==> src/rtl/smi_capture_pkg.sv <==
package smi_capture_pkg;
  localparam int unsigned SYNC_STAGES_DEF = 2;
  localparam int unsigned REARM_CLKS_DEF  = 4;

  function automatic int unsigned cnt_width(input int unsigned n);
    return (n < 2) ? 1 : $clog2(n + 1);
  endfunction
endpackage

==> src/rtl/smi_sync.sv <==
module smi_sync #(
  parameter int unsigned STAGES = 2
) (
  input  logic clk_i,
  input  logic rst_ni,
  input  logic async_i,
  output logic sync_o
);
  logic [STAGES-1:0] q;

  // resets to the inactive (high) level
  generate
    if (STAGES == 1) begin : g_one
      always_ff @(posedge clk_i or negedge rst_ni) begin
        if (!rst_ni) q <= '1;
        else         q <= async_i;
      end
    end else begin : g_chain
      always_ff @(posedge clk_i or negedge rst_ni) begin
        if (!rst_ni) q <= '1;
        else         q <= {q[STAGES-2:0], async_i};
      end
    end
  endgenerate

  assign sync_o = q[STAGES-1];
endmodule

==> src/rtl/smi_edge_rearm.sv <==
module smi_edge_rearm #(
  parameter int unsigned REARM_CLKS = 4
) (
  input  logic clk_i,
  input  logic rst_ni,
  input  logic level_i,
  output logic fall_o
);
  localparam int unsigned CW = smi_capture_pkg::cnt_width(REARM_CLKS);
  localparam logic [CW-1:0] LAST = CW'(REARM_CLKS - 1);

  logic [CW-1:0] cnt_q;
  logic          armed_q;

  assign fall_o = armed_q & ~level_i;

  always_ff @(posedge clk_i or negedge rst_ni) begin
    if (!rst_ni) begin
      armed_q <= 1'b1;
      cnt_q   <= '0;
    end else if (!level_i) begin
      armed_q <= 1'b0;
      cnt_q   <= '0;
    end else if (!armed_q) begin
      if (cnt_q == LAST) armed_q <= 1'b1;
      cnt_q <= cnt_q + CW'(1);
    end
  end


  one_fall_per_low_chk: assert property (@(posedge clk_i) disable iff (!rst_ni)
    fall_o |=> !fall_o);


  fall_needs_high_chk: assert property (@(posedge clk_i) disable iff (!rst_ni)
    fall_o |-> $past(level_i));
endmodule

==> src/rtl/smi_arbiter.sv <==
module smi_arbiter (
  input  logic clk_i,
  input  logic rst_ni,
  input  logic req_event_i,
  input  logic boundary_i,
  input  logic locked_i,
  input  logic resume_i,
  input  logic nmi_req_i,
  output logic take_smi_o,
  output logic take_nmi_o
);
  logic req_q;
  logic mask_q;
  logic open_bnd;

  assign open_bnd   = boundary_i & ~locked_i;
  assign take_smi_o = open_bnd & req_q & ~mask_q;
  assign take_nmi_o = open_bnd & nmi_req_i & ~take_smi_o;

  // single slot: waiting request or, while masked, the pending one
  always_ff @(posedge clk_i or negedge rst_ni) begin
    if (!rst_ni) begin
      req_q  <= 1'b0;
      mask_q <= 1'b0;
    end else begin
      req_q <= (req_q & ~take_smi_o) | req_event_i;
      if (take_smi_o)    mask_q <= 1'b1;
      else if (resume_i) mask_q <= 1'b0;
    end
  end


  no_reentry_chk: assert property (@(posedge clk_i) disable iff (!rst_ni)
    take_smi_o |=> !take_smi_o);


  pending_first_chk: assert property (@(posedge clk_i) disable iff (!rst_ni)
    ($past(resume_i) && !$past(take_smi_o) && req_q && open_bnd) |-> take_smi_o);


  single_take_chk: assert property (@(posedge clk_i) disable iff (!rst_ni)
    !(take_smi_o && take_nmi_o));
endmodule

==> src/rtl/smi_capture.sv <==
module smi_capture #(
  parameter int unsigned SYNC_STAGES = smi_capture_pkg::SYNC_STAGES_DEF,
  parameter int unsigned REARM_CLKS  = smi_capture_pkg::REARM_CLKS_DEF
) (
  input  logic clk_i,
  input  logic rst_ni,
  input  logic req_pin_ni,
  input  logic msg_req_i,
  input  logic boundary_i,
  input  logic locked_i,
  input  logic shutdown_i,
  input  logic resume_i,
  input  logic nmi_req_i,
  output logic take_smi_o,
  output logic take_nmi_o
);
  logic pin_s;
  logic pin_fall;
  logic req_event;

  smi_sync #(.STAGES(SYNC_STAGES)) u_sync (
    .clk_i  (clk_i),
    .rst_ni (rst_ni),
    .async_i(req_pin_ni),
    .sync_o (pin_s)
  );

  smi_edge_rearm #(.REARM_CLKS(REARM_CLKS)) u_edge (
    .clk_i  (clk_i),
    .rst_ni (rst_ni),
    .level_i(pin_s),
    .fall_o (pin_fall)
  );

  // message pulse joins after the edge detector; shutdown drops both
  assign req_event = (pin_fall | msg_req_i) & ~shutdown_i;

  smi_arbiter u_arb (
    .clk_i      (clk_i),
    .rst_ni     (rst_ni),
    .req_event_i(req_event),
    .boundary_i (boundary_i),
    .locked_i   (locked_i),
    .resume_i   (resume_i),
    .nmi_req_i  (nmi_req_i),
    .take_smi_o (take_smi_o),
    .take_nmi_o (take_nmi_o)
  );


  take_at_open_boundary_chk: assert property (@(posedge clk_i) disable iff (!rst_ni)
    take_smi_o |-> (boundary_i && !locked_i));


  shutdown_no_msg_chk: assert property (@(posedge clk_i) disable iff (!rst_ni)
    (shutdown_i && msg_req_i && !take_smi_o && !$past(req_event)) |=> !$past(req_event));
endmodule

==> config.mk <==
export PLATFORM = sky130hd
export DESIGN_NAME = smi_capture
export DESIGN_NICKNAME = d
export VERILOG_FILES = /design/src/rtl/smi_capture_pkg.sv /design/src/rtl/smi_sync.sv /design/src/rtl/smi_edge_rearm.sv /design/src/rtl/smi_arbiter.sv /design/src/rtl/smi_capture.sv
export SDC_FILE = /design/constraint.sdc
export NUM_CORES = 1
export LEC_CHECK = 0
export ABC_AREA = 1
export ABC_CLOCK_PERIOD_IN_PS = 1300
export CORE_AREA = 4 4 41 43
export DETAILED_ROUTE_END_ITERATION = 7
export DIE_AREA = 0 0 45 47
export PLACE_DENSITY = 0.51
export SLEW_MARGIN = 10
export SYNTH_ARGS = -nofsm -noshare
export SYNTH_HDL_FRONTEND = slang
export SYNTH_SLANG_ARGS = --single-unit
export TNS_END_PERCENT = 20
==> constraint.sdc <==
create_clock -name clk_i -period 1.3 [get_ports clk_i]
set_input_delay 0.26 -clock clk_i [delete_from_list [all_inputs] [get_ports clk_i]]
set_output_delay 0.26 -clock clk_i [all_outputs]
set_load 0.005 [all_outputs]
==> flow_summary.yaml <==
clock_network:
  cts_tree: "yes"
  clockRootBuffer: "clkbuf_4"
  path_clk_slew_ns: 0.05
  clock_path_buffers: 2
  htreeDepth: 1
  clk_latency_ns: 0.25
  cts_buffers: 3
  cts.sinks: 8
placement:
  routabilityCongestion: 0.668
  port_buffers: 10
  placedCellCount: 67
  dp_hpwl_microns: 485
status:
  outcome: "finished clean"
routing:
  drt_wl_total_microns: 605
  viasPerCell: 4.08
  drc: 0
  ant_nets: 0
  firstDrtPassIters: 1
  num_vias: 302
  drt_iter0_markers: 0
  wl_per_cell_microns: 8.18
power_and_ir_drop:
  peakVddDrop_v: 0.000798
  pwr_density_cell_mw_per_mm2: 1210
  p_leak_nw: 0.283
finish:
  ff_latch_area_sq_um: 204
  n_antenna_cell: 0
  nFillCells: 145
  final_nets: 71
  area_growth_pct: 49.1
  finish.utilization_pct: 42.0
  final_cells: 74
  layout-drive-gt1-share_pct: 30.5
  multi_input_area_sq_um: 143
yosys:
  synth_top_family_by_area: "simple AND/OR/NAND/NOR gates"
  ys_seq_area_share_pct: 55.6
  ys_warn_count: 0
  synthAdderAreaFrac_pct: 6.83
  synth_cells: 40
  synth_seq_cells: 8
  synth.distinct_cells: 13
  synthesis.nets: 51
  synth_compound_area_share_pct: 6.83
  synth_xor_area_share_pct: 2.39
  avgSynthCellArea_sq_um: 9.17
  synth_mux_area_share_pct: 0
  netlist_area_sq_um: 367
  synth-simple-area-share_pct: 20.1
hold_path:
  min_path_type: "input pin to asynchronous set/reset pin"
critical_path:
  startpoint: "nmi_req_i"
  cp.arrival_ns: 1.00
  endpoint_kind: "output pin"
  path_max_fanout: 1
  r2r_start: "u_edge.cnt_q[0]"
  start_kind: "input pin"
  reg2regPathDepth: 3
  reg2reg_slack_ns: 0.25
  critPathKind: "input pin to output pin"
  r2r_end: "u_edge.cnt_q[2]"
  critPathRequiredTime_ns: 1.04
floorplanning:
  die_area_sq_mm: 0.00212
  core-area_sq_mm: 0.00130
  ioPinCount: 11
  dieWidth_microns: 45
  dieHeight_microns: 47
  start_util_pct: 28.2
  placementRows: 13
sta:
  grt_setup_unrepaired: "true"
  slew_violations: 0
  relSlewSlack_pct: 76.2
  timing.hold.ws_ns: 0.282
  period_share_pct: 96.9
  worst_slew_pin_slew_ns: 0.356
  finClkSkew_ns: 0.000977
  period_needed_ns: 1.26
  hold_violations: 0
  setup_violations: 0
  fmax_mhz: 794
global_routing:
  grt_pass1_wl_mm: 1.05
  grt_pass1_vias: 259
  grt_usage_pct: 7.58
  overflow: 0
  grt_max_degree: 9
  antenna_found_initial: 0
job:
  cap_violations: 0
[cells in the mapped netlist (all sizes together)]
| cell | instances | share of area [%] |
|---|---|---|
| dfrtp | 5 | 34 |
| dfstp | 3 | 22 |
| ha | 2 | 6.8 |
| inv | 8 | 8.2 |
| nand2 | 11 | 11 |
| nand3 | 3 | 4.1 |
| nor2 | 3 | 3.1 |
| o21ai | 1 | 1.4 |
| o21bai | 1 | 2.0 |
| o22ai | 1 | 3.4 |
| or2 | 1 | 1.7 |
| xor2 | 1 | 2.4 |
[worst max-delay path, stage by stage]
cell and delay [ns]:
clkdlybuf4s50_1 0.46, nand3_1 0.07, nor2_1 0.10, buf_2 0.12
[per-layer routing]
metal	part of all wire, %	routed length (microns)	GRT usage (%)	vias up
met5	0	0	0	-
met4	1.2	7	3.51	0
met3	9.9	60	6.90	2
met2	43	262	9.32	8
met1	45	275	8.88	132
li1	-	-	-	160
[power breakdown]
group | leakage, nW | switching (mW) | internal (mW)
Combinational | 0.173 | 0.0637 | 0.0828
Sequential | 0.0947 | 0.0254 | 0.292
Clock | 0.0150 | 0.0827 | 0.117
Total | 0.283 | 0.172 | 0.492
[state kept, by name (all words and copies together), names as in the netlist]
signal	flops
u_edge.cnt_q	3
u_sync.q	2
u_edge.armed_q	1
u_arb.req_q	1
u_arb.mask_q	1
[cell families (layout without fill, tap and decap cells)]
family / Yosys count / after routing
XOR/XNOR: 1 / 1
AND/OR/NAND/NOR: 18 / 18
buffers and inverters: 8 / 27
AO/OA/AOI/OAI: 3 / 3
adder cells (fa/ha/maj): 2 / 2
flip-flops: 8 / 8
[placed cells by master (no fill, tap or decap), drive strengths merged]
master,n
clkbuf,4
clkdlybuf4s50,6
o21ai,1
inv,8
ha,2
or2,1
dlygate4sd2,2
buf,7
xor2,1
nand3,3
dfrtp,5
nand2,11
o22ai,1
o21bai,1
dfstp,3
nor2,3
[final cells by class]
| type | count | share of cell area [%] |
|---|---|---|
| clock buffer | 4 | 4.81 |
| inverter | 8 | 5.49 |
| multi-input combinational | 24 | 26.1 |
| sequential | 8 | 37.3 |
| tap | 15 | 3.43 |
| timing repair buffer | 15 | 22.9 |
[metrics by stage]
stage	TNS (ns)	setup WS (ns)	power, mW	instance area (sq um)
final	0	0.0400	0.664	547
after global routing	-0.0404	-0.0404	0.722	547
after CTS	-0.0182	-0.0182	0.660	529
after detailed placement	-0.858	-0.432	0.452	500
after global placement	-0.850	-0.427	0.448	500
after floorplan	0	0.282	0.389	367
[how the worst max path moves through the flow]
stage | endpoint | cells after the start
detailed placement | take_nmi_o | 6
CTS | take_nmi_o | 5
finish | take_nmi_o | 4
floorplan | u_edge.cnt_q[2] | 3
global route | take_nmi_o | 5
global placement | take_nmi_o | 6
[repair_timing]
action	CTS	global route
endpoints found under the setup margin	2	2
gates resized for setup	10	4
setup buffers	2	1
pin swaps	3	2
hold buffers	0	0
Note: power is estimated with default switching activity, not from simulation.
